**src/rtl/lrt_pkg.sv**
```systemverilog
package lrt_pkg;

    typedef enum logic [3:0] {
        K_LOAD      = 4'd0,
        K_IFETCH    = 4'd1,
        K_STORE     = 4'd2,
        K_MOD_RD    = 4'd3,
        K_MOD_WR    = 4'd4,
        K_LINK_LD   = 4'd5,
        K_COND_ST   = 4'd6,
        K_LOCK_RD   = 4'd7,
        K_LOCK_WR   = 4'd8,
        K_FLUSH     = 4'd9
    } kind_e;

    typedef enum logic [1:0] {
        ST_ISSUED = 2'd0,
        ST_FULL   = 2'd1,
        ST_ALIAS  = 2'd2
    } status_e;

    // alias event slots
    localparam int EV_ST_LD = 0;
    localparam int EV_ST_ST = 1;
    localparam int EV_LD_LD = 2;
    localparam int EV_LD_ST = 3;

    function automatic logic is_write_class(input logic [3:0] kind);
        return kind >= 4'd2;
    endfunction

endpackage

```
**src/rtl/lrt_ager.sv**
```systemverilog
module lrt_ager #(
    parameter int THRESH = 64,
    parameter int TIME_W = 8
) (
    input  logic              clk,
    input  logic              rst,
    input  logic              busy,
    output logic [TIME_W-1:0] now,
    output logic              tick
);
    localparam int PER_W = (THRESH > 2) ? $clog2(THRESH) : 1;

    logic [PER_W-1:0] phase;

    assign tick = busy && (phase == PER_W'(THRESH - 1));

    always_ff @(posedge clk) begin
        if (rst) begin
            now   <= '0;
            phase <= '0;
        end else begin
            now <= now + 1'b1;
            if (!busy || tick) phase <= '0;
            else               phase <= phase + 1'b1;
        end
    end
endmodule

```
**src/rtl/lrt_table.sv**
```systemverilog
module lrt_table #(
    parameter int DEPTH  = 4,
    parameter int TAG_W  = 32,
    parameter int TIME_W = 8,
    parameter int THRESH = 64,
    parameter int OCC_W  = 3
) (
    input  logic              clk,
    input  logic              rst,
    input  logic [TAG_W-1:0]  lk_tag,
    output logic              lk_hit,
    input  logic              rm_en,
    input  logic [TAG_W-1:0]  rm_tag,
    output logic              rm_hit,
    input  logic              ins_en,
    input  logic [TAG_W-1:0]  ins_tag,
    input  logic [TIME_W-1:0] now,
    output logic [OCC_W-1:0]  occ,
    output logic              aged,
    output logic [TAG_W-1:0]  aged_tag
);
    localparam int IDX_W = (DEPTH > 1) ? $clog2(DEPTH) : 1;

    typedef struct packed {
        logic              valid;
        logic [TAG_W-1:0]  tag;
        logic [TIME_W-1:0] born;
    } entry_t;

    entry_t           slot [DEPTH];
    logic [DEPTH-1:0] hit_lk, hit_rm, gone, free_v, old_v;
    logic [IDX_W-1:0] ins_idx;

    for (genvar i = 0; i < DEPTH; i++) begin : g_slot
        assign hit_lk[i] = slot[i].valid && (slot[i].tag == lk_tag);
        assign hit_rm[i] = slot[i].valid && (slot[i].tag == rm_tag);
        assign gone[i]   = rm_en && hit_rm[i];
        assign free_v[i] = !slot[i].valid || gone[i];
        assign old_v[i]  = slot[i].valid &&
                           ((now - slot[i].born) >= TIME_W'(THRESH));
    end

    // removal takes effect before the lookup of a same-cycle request
    assign lk_hit = |(hit_lk & ~gone);
    assign rm_hit = |gone;
    assign aged   = |old_v;

    always_comb begin
        ins_idx  = '0;
        aged_tag = '0;
        occ      = '0;
        for (int i = DEPTH - 1; i >= 0; i--) begin
            if (free_v[i]) ins_idx  = IDX_W'(i);
            if (old_v[i])  aged_tag = slot[i].tag;
        end
        for (int i = 0; i < DEPTH; i++)
            occ = occ + OCC_W'(slot[i].valid);
    end

    always_ff @(posedge clk) begin
        if (rst) begin
            for (int i = 0; i < DEPTH; i++) slot[i] <= '0;
        end else begin
            for (int i = 0; i < DEPTH; i++) begin
                if (gone[i]) slot[i].valid <= 1'b0;
                if (ins_en && (ins_idx == IDX_W'(i)))
                    slot[i] <= '{valid: 1'b1, tag: ins_tag, born: now};
            end
        end
    end
endmodule

```
**src/rtl/line_req_tracker.sv**
```systemverilog
module line_req_tracker
    import lrt_pkg::*;
#(
    parameter int ADDR_W     = 32,
    parameter int LINE_BYTES = 64,
    parameter int MAX_OUT    = 4,
    parameter int THRESH     = 64,
    parameter int EVT_W      = 8,
    localparam int CNT_W     = $clog2(MAX_OUT + 1)
) (
    input  logic              clk,
    input  logic              rst,
    input  logic              req_valid,
    input  logic [ADDR_W-1:0] req_addr,
    input  logic [3:0]        req_kind,
    output logic              rsp_valid,
    output logic [1:0]        rsp_status,
    input  logic              cmp_valid,
    input  logic              cmp_write,
    input  logic [ADDR_W-1:0] cmp_addr,
    output logic [CNT_W-1:0]  outstanding,
    output logic [EVT_W-1:0]  st_behind_ld,
    output logic [EVT_W-1:0]  st_behind_st,
    output logic [EVT_W-1:0]  ld_behind_ld,
    output logic [EVT_W-1:0]  ld_behind_st,
    output logic              cmp_err,
    output logic              hang_err,
    output logic [ADDR_W-1:0] hang_addr
);
    localparam int TIME_W = $clog2(THRESH) + 2;
    localparam logic [ADDR_W-1:0] LINE_MASK = ~(ADDR_W'(LINE_BYTES - 1));

    logic [ADDR_W-1:0] req_line, cmp_line, rd_old_tag, wr_old_tag;
    logic              rd_hit, wr_hit, rd_rm_hit, wr_rm_hit;
    logic              rd_old, wr_old, removed, wcls, accept, tick;
    logic [CNT_W-1:0]  rd_occ, wr_occ, cnt_after;
    logic [TIME_W-1:0] now;
    logic [3:0]        evt;
    status_e           stat;

    assign req_line = req_addr & LINE_MASK;
    assign cmp_line = cmp_addr & LINE_MASK;
    assign wcls     = is_write_class(req_kind);

    lrt_table #(.DEPTH(MAX_OUT), .TAG_W(ADDR_W), .TIME_W(TIME_W),
                .THRESH(THRESH), .OCC_W(CNT_W)) rd_tbl (
        .clk(clk), .rst(rst), .lk_tag(req_line), .lk_hit(rd_hit),
        .rm_en(cmp_valid && !cmp_write), .rm_tag(cmp_line), .rm_hit(rd_rm_hit),
        .ins_en(accept && !wcls), .ins_tag(req_line), .now(now),
        .occ(rd_occ), .aged(rd_old), .aged_tag(rd_old_tag));

    lrt_table #(.DEPTH(MAX_OUT), .TAG_W(ADDR_W), .TIME_W(TIME_W),
                .THRESH(THRESH), .OCC_W(CNT_W)) wr_tbl (
        .clk(clk), .rst(rst), .lk_tag(req_line), .lk_hit(wr_hit),
        .rm_en(cmp_valid && cmp_write), .rm_tag(cmp_line), .rm_hit(wr_rm_hit),
        .ins_en(accept && wcls), .ins_tag(req_line), .now(now),
        .occ(wr_occ), .aged(wr_old), .aged_tag(wr_old_tag));

    lrt_ager #(.THRESH(THRESH), .TIME_W(TIME_W)) ager (
        .clk(clk), .rst(rst), .busy(outstanding != '0), .now(now), .tick(tick));

    assign removed   = rd_rm_hit || wr_rm_hit;
    assign cnt_after = outstanding - CNT_W'(removed);

    always_comb begin
        accept = 1'b0;
        stat   = ST_ISSUED;
        evt    = '0;
        if (req_valid) begin
            if (cnt_after >= CNT_W'(MAX_OUT)) begin
                stat = ST_FULL;
            end else if (wcls) begin
                if (rd_hit)      begin stat = ST_ALIAS; evt[EV_ST_LD] = 1'b1; end
                else if (wr_hit) begin stat = ST_ALIAS; evt[EV_ST_ST] = 1'b1; end
                else             accept = 1'b1;
            end else begin
                if (wr_hit)      begin stat = ST_ALIAS; evt[EV_LD_ST] = 1'b1; end
                else if (rd_hit) begin stat = ST_ALIAS; evt[EV_LD_LD] = 1'b1; end
                else             accept = 1'b1;
            end
        end
    end

    always_ff @(posedge clk) begin
        if (rst) begin
            outstanding  <= '0;
            rsp_valid    <= 1'b0;
            rsp_status   <= ST_ISSUED;
            st_behind_ld <= '0;
            st_behind_st <= '0;
            ld_behind_ld <= '0;
            ld_behind_st <= '0;
            cmp_err      <= 1'b0;
            hang_err     <= 1'b0;
            hang_addr    <= '0;
        end else begin
            outstanding <= cnt_after + CNT_W'(accept);
            rsp_valid   <= req_valid;
            rsp_status  <= stat;
            if (evt[EV_ST_LD]) st_behind_ld <= st_behind_ld + 1'b1;
            if (evt[EV_ST_ST]) st_behind_st <= st_behind_st + 1'b1;
            if (evt[EV_LD_LD]) ld_behind_ld <= ld_behind_ld + 1'b1;
            if (evt[EV_LD_ST]) ld_behind_st <= ld_behind_st + 1'b1;
            if (cmp_valid && !removed) cmp_err <= 1'b1;
            if (!hang_err && tick && (rd_old || wr_old)) begin
                hang_err  <= 1'b1;
                hang_addr <= rd_old ? rd_old_tag : wr_old_tag;
            end
        end
    end
endmodule

```
**config.mk**
```make
export PLATFORM = sky130hd
export DESIGN_NAME = line_req_tracker
export DESIGN_NICKNAME = d
export VERILOG_FILES = /design/src/rtl/lrt_pkg.sv /design/src/rtl/lrt_ager.sv /design/src/rtl/lrt_table.sv /design/src/rtl/line_req_tracker.sv
export SDC_FILE = /design/constraint.sdc
export NUM_CORES = 1
export LEC_CHECK = 0
export BUFFER_PORTS_ARGS = -buffer_cell sky130_fd_sc_hd__buf_4
export CELL_PAD_IN_SITES_DETAIL_PLACEMENT = 0
export CELL_PAD_IN_SITES_GLOBAL_PLACEMENT = 1
export CORE_UTILIZATION = 40
export CTS_CLUSTER_SIZE = 40
export DETAILED_ROUTE_END_ITERATION = 8
export PLACE_DENSITY = 0.76
export SLEW_MARGIN = 10
export SYNTH_ARGS = -nofsm -noshare
export SYNTH_HDL_FRONTEND = slang
export SYNTH_HIERARCHICAL = 1
export SYNTH_SLANG_ARGS = --single-unit
```
**constraint.sdc**
```tcl
create_clock -name clk -period 8.4 [get_ports clk]
set_input_delay 0.84 -clock clk [delete_from_list [all_inputs] [get_ports clk]]
set_output_delay 0.84 -clock clk [all_outputs]
set_load 0.01 [all_outputs]
```
* Word-level counts from Yosys, hierarchy flattened
Memories as Yosys holds them, arrays and structs flattened.
Cells that the tools add are included.
** Storage, ports and cells
- Flip-flop bits (word level) :: 86
- Input bits :: 73
- Bits in writable memories :: 280
- Logic and storage cells :: 289
- Memories :: 2
- Output and inout port bits :: 72
** Cells by class
- Reductions and logical operators :: 84
- Bitwise logic cells :: 29
- Multiplexer cells :: 112
- Equal/unequal tests :: 23
- $lt $le $gt $ge :: 10
- Add/subtract/negate cells :: 16
** Memory list
- rd_tbl.slot :: words 4, width 35, rd ports 4, clocked after memory_dff 0, wr ports 4, line lrt_table.sv:30 : entry_t slot [DEPTH];
- wr_tbl.slot :: words 4, width 35, rd ports 4, clocked after memory_dff 0, wr ports 4, line lrt_table.sv:30
** Operators with widths (count)
- $eq A32 B32 Y1 :: 16
- $mux W32 :: 9
- $mux W34 :: 8
- $mux W1 :: 78
- $ge A8 B7 Y1 const B :: 8
- $sub A8 B8 Y8 :: 8
- $logic_and A1 B1 Y1 :: 48
- $add A8 B1 Y8 const B :: 5
- $mux W2 :: 15
- $or A1 B1 Y1 :: 24
- $reduce_or A4 Y1 :: 6
- $logic_not A1 Y1 :: 13
- $logic_or A1 B1 Y1 :: 11
- $and A4 B4 Y4 :: 2
- $eq A2 B2 Y1 const B :: 4
- $mux W4 :: 2
- $not A4 Y4 :: 2
- $add A6 B1 Y6 const B :: 1
- $eq A6 B6 Y1 const B :: 1
- $eq A2 B1 Y1 const B :: 2
- $ge A4 B2 Y1 const B :: 1
- $logic_not A2 Y1 :: 2
- $reduce_or A2 Y1 :: 2
- $add A3 B1 Y3 :: 1
- 5 further kinds :: 5

* Logic depth before layout (Yosys ltp)
An unclocked memory read counts as a cell.
- Depth in word-level cells :: 18
- Mapped depth :: 20
- Gate-level depth less buffers :: 17

* Cells and area by module
The synthesis kept the hierarchy.
** Modules (own cells, without submodules)
- lrt_table (rd_tbl) :: times used 1, seq. area each 4924.7 um^2, cells each 1093, area an instance 11491.0 um^2
- lrt_table (wr_tbl) :: times used 1, seq. area each 4924.7 um^2, cells each 1103, area an instance 11131.9 um^2
- line_req_tracker :: times used 1, seq. area each 1441.4 um^2, cells each 359, area an instance 3233.1 um^2
- lrt_ager :: times used 1, seq. area each 280.3 um^2, cells each 61, area an instance 550.5 um^2

* Worst setup path before layout
Ideal clock, no wire load.
- Kind :: input port to flip-flop
- Start :: in cmp_addr[10]
- End :: mem wr_tbl/slot[3][0] in the netlist's numbering, enable pin
- Buffers on the path :: 1
- Stages on the path :: 13
- Slack :: 1138 ps
- Arrival :: 6769 ps
- Required time :: 7907 ps
- Setup time :: 493 ps
- Cell sequence :: clkbuf_1 xnor2_1 nand4_1 or4_4 o31ai_2 nor3_1 or4_1 nor2_1 nand3_1 nor2_1 inv_1 or4_1 o21ai_0
** RTL lines
- start: declaration :: line line_req_tracker.sv:20 : input logic [ADDR_W-1:0] cmp_addr,
- end: declaration :: line lrt_table.sv:30

==> run metrics <==
clk buf depth 3; worst min-delay path class flip-flop to flip-flop; pwr/cell area 179.5 mW/mm^2; row cnt 93; RR Startpoint rd_tbl/slot[0][37]; Total GRT Usage 30.19%; crit path time final 6330 ps; Post CTS Setup Buffer Count 0; Final setup viols 0; Hold Path Stages 1; Final ANT Viol Nets 0; R2R Setup Slk 2070 ps; combinational share of power 15.4%; Syn Inst Count 2603; Clock Tree Root clkbuf_16; Clock power frac 40.4%; dpl ws 1600 ps; clk slew on worst S/H paths 60 ps; CTS resizes 0; Final Hold Vio Count 0; Setup Crit Path Kind flip-flop to flip-flop; Leak 11.98 nW; CTS buffer count 48; TritonCTS clock tree built; CTS sink cnt 414; Power Internal 3.857 mW; Startpoint Class flip-flop; initial core utilization 40.64%; DR pass1 iterations 6; synth warn 6; Fmax 158.0 MHz; commonest non-fill, non-tap cell in the layout xor2_1; worst hold path startpoint ager/phase[0]; die area 0.06676 sq mm; largest net degree at the start of global routing 81; worst path arrival time 6630 ps; critical register-to-register path endpoint wr_tbl/slot[2][20]; Routed WL 102100 um; crit path max fanout 26; area of the mapped netlist 0.02629 sq mm; Avg WL per Cell 27.53 um; final worst-path setup slack 2070 ps; Setup TNS 0 ps; post-detail-place hpwl 71840 um; synthesized area per cell 10.10 sq um; worst hold slack 476.3 ps; CTS Hold Bufs 0; H-Tree Depth 2; first-pass GRT wire length 145900 um; P&R area growth vs syn 15.23%; total number of vias 21310; NumNets Final 2953; Relative slew margins 9.880%; Hold Path End ager/phase[0]; period utilization 75.36%; ratio of cells with drive above 1 in the final layout 10.41%; IO Pins 145; clk_skew 28.02 ps; CORE AREA 0.06470 sq mm; die width 258.4 um; Critical Path RT 8700 ps; CP Capture Type flip-flop; RSZ-0062 raised after global routing false; Max Cap Viol 0; I/O Buffers 131; vias in the first global route 20910; initial antenna violation count 0; drt initial violations 2668; Vert. Die Dim 258.4 um; FF-to-FF path depth 13; Clock Latency Late Sink 620 ps; DR vias/cell 5.744; Sw Ratio 29.05%; most frequent cells in the layout xor2_1 (381), edfxtp_1 (328), nor2_1 (286); remaining global-route overflow 0; Least-Margin Pin Slew 1352 ps; # DRC 0; switching power 1.579 mW; part of the power in registers 44.3%; Slew Limit Fails 0; GP Congestion 1.053; status completed; Max VDD drop 0.1327 mV
## worst max path at each step
stage / from / to / slack [ps] / depth (start not counted)
after floorplan: cmp_addr[10] / wr_tbl/slot[3][0] / 1140 / 13
after global placement: cmp_valid / wr_tbl/slot[2][0] / 1660 / 14
after detailed placement: cmp_valid / rd_tbl/slot[3][27] / 1600 / 14
after CTS: rd_tbl/slot[0][32] / rd_tbl/slot[3][34] / 2210 / 16
after global routing: wr_tbl/slot[0][37] / wr_tbl/slot[2][30] / 1900 / 17
final: rd_tbl/slot[0][37] / wr_tbl/slot[2][20] / 2070 / 13
## flip-flops by register name, summed over array words and instances, names as in the netlist
signal / count
rd_tbl/slot: 164
wr_tbl/slot: 164
hang_addr: 32
ager/now: 8
ld_behind_ld: 8
ld_behind_st: 8
st_behind_ld: 8
st_behind_st: 8
ager/phase: 6
outstanding: 3
rsp_status: 2
cmp_err: 1
hang_err: 1
rsp_valid: 1
## power groups by stage
stage | clock network [mW] | registers [mW] | logic, mW
after global routing | 2.30 | 2.41 | 0.875
after floorplan | 0 | 2.41 | 0.470
after CTS | 2.23 | 2.40 | 0.816
after detailed placement | 0 | 2.44 | 0.812
final | 2.19 | 2.41 | 0.836
after global placement | 0 | 2.44 | 0.808
## final cells by class
class | count | area, sq um
Fill cell | 6137 | 34400
Multi-Input combinational cell | 2043 | 14190
Sequential cell | 414 | 11570
Clock buffer | 73 | 1494
Timing Repair Buffer | 172 | 1316
Tap cell | 855 | 1070
Inverter | 135 | 506.7
Clock inverter | 16 | 143.9
Antenna cell | 2 | 5.005
## layer usage
layer	global-route usage [%]	part of all wire [%]	vias to the layer above
li1	-	-	9519
met1	38.96	40	10340
met2	46.95	44	1204
met3	6.475	9.8	250
met4	16.90	5.9	0
met5	0	0	-
## metrics by stage
step	power [mW]	util (%)	area [sq um]	instances
floorplan	2.875	-	26760	2728
global placement	3.250	44.29	28650	3619
detailed placement	3.256	44.29	28650	3619
CTS	5.450	46.82	30290	3708
global route	5.583	46.82	30290	3708
finish	5.437	46.82	30290	3710
## critical path, stage by stage (launching register included)
cell and delay, ps:
edfxtp_1 470, xnor2_1 510, nand4_1 180, or4_4 480, o31ai_4 720, nor3_1 130
or4_1 680, nor2_1 210, nand3_1 140, nor2_1 640, inv_1 250, or4_1 710
o21ai_4 600, buf_12 290
Note: power is estimated with default switching activity, not from simulation.
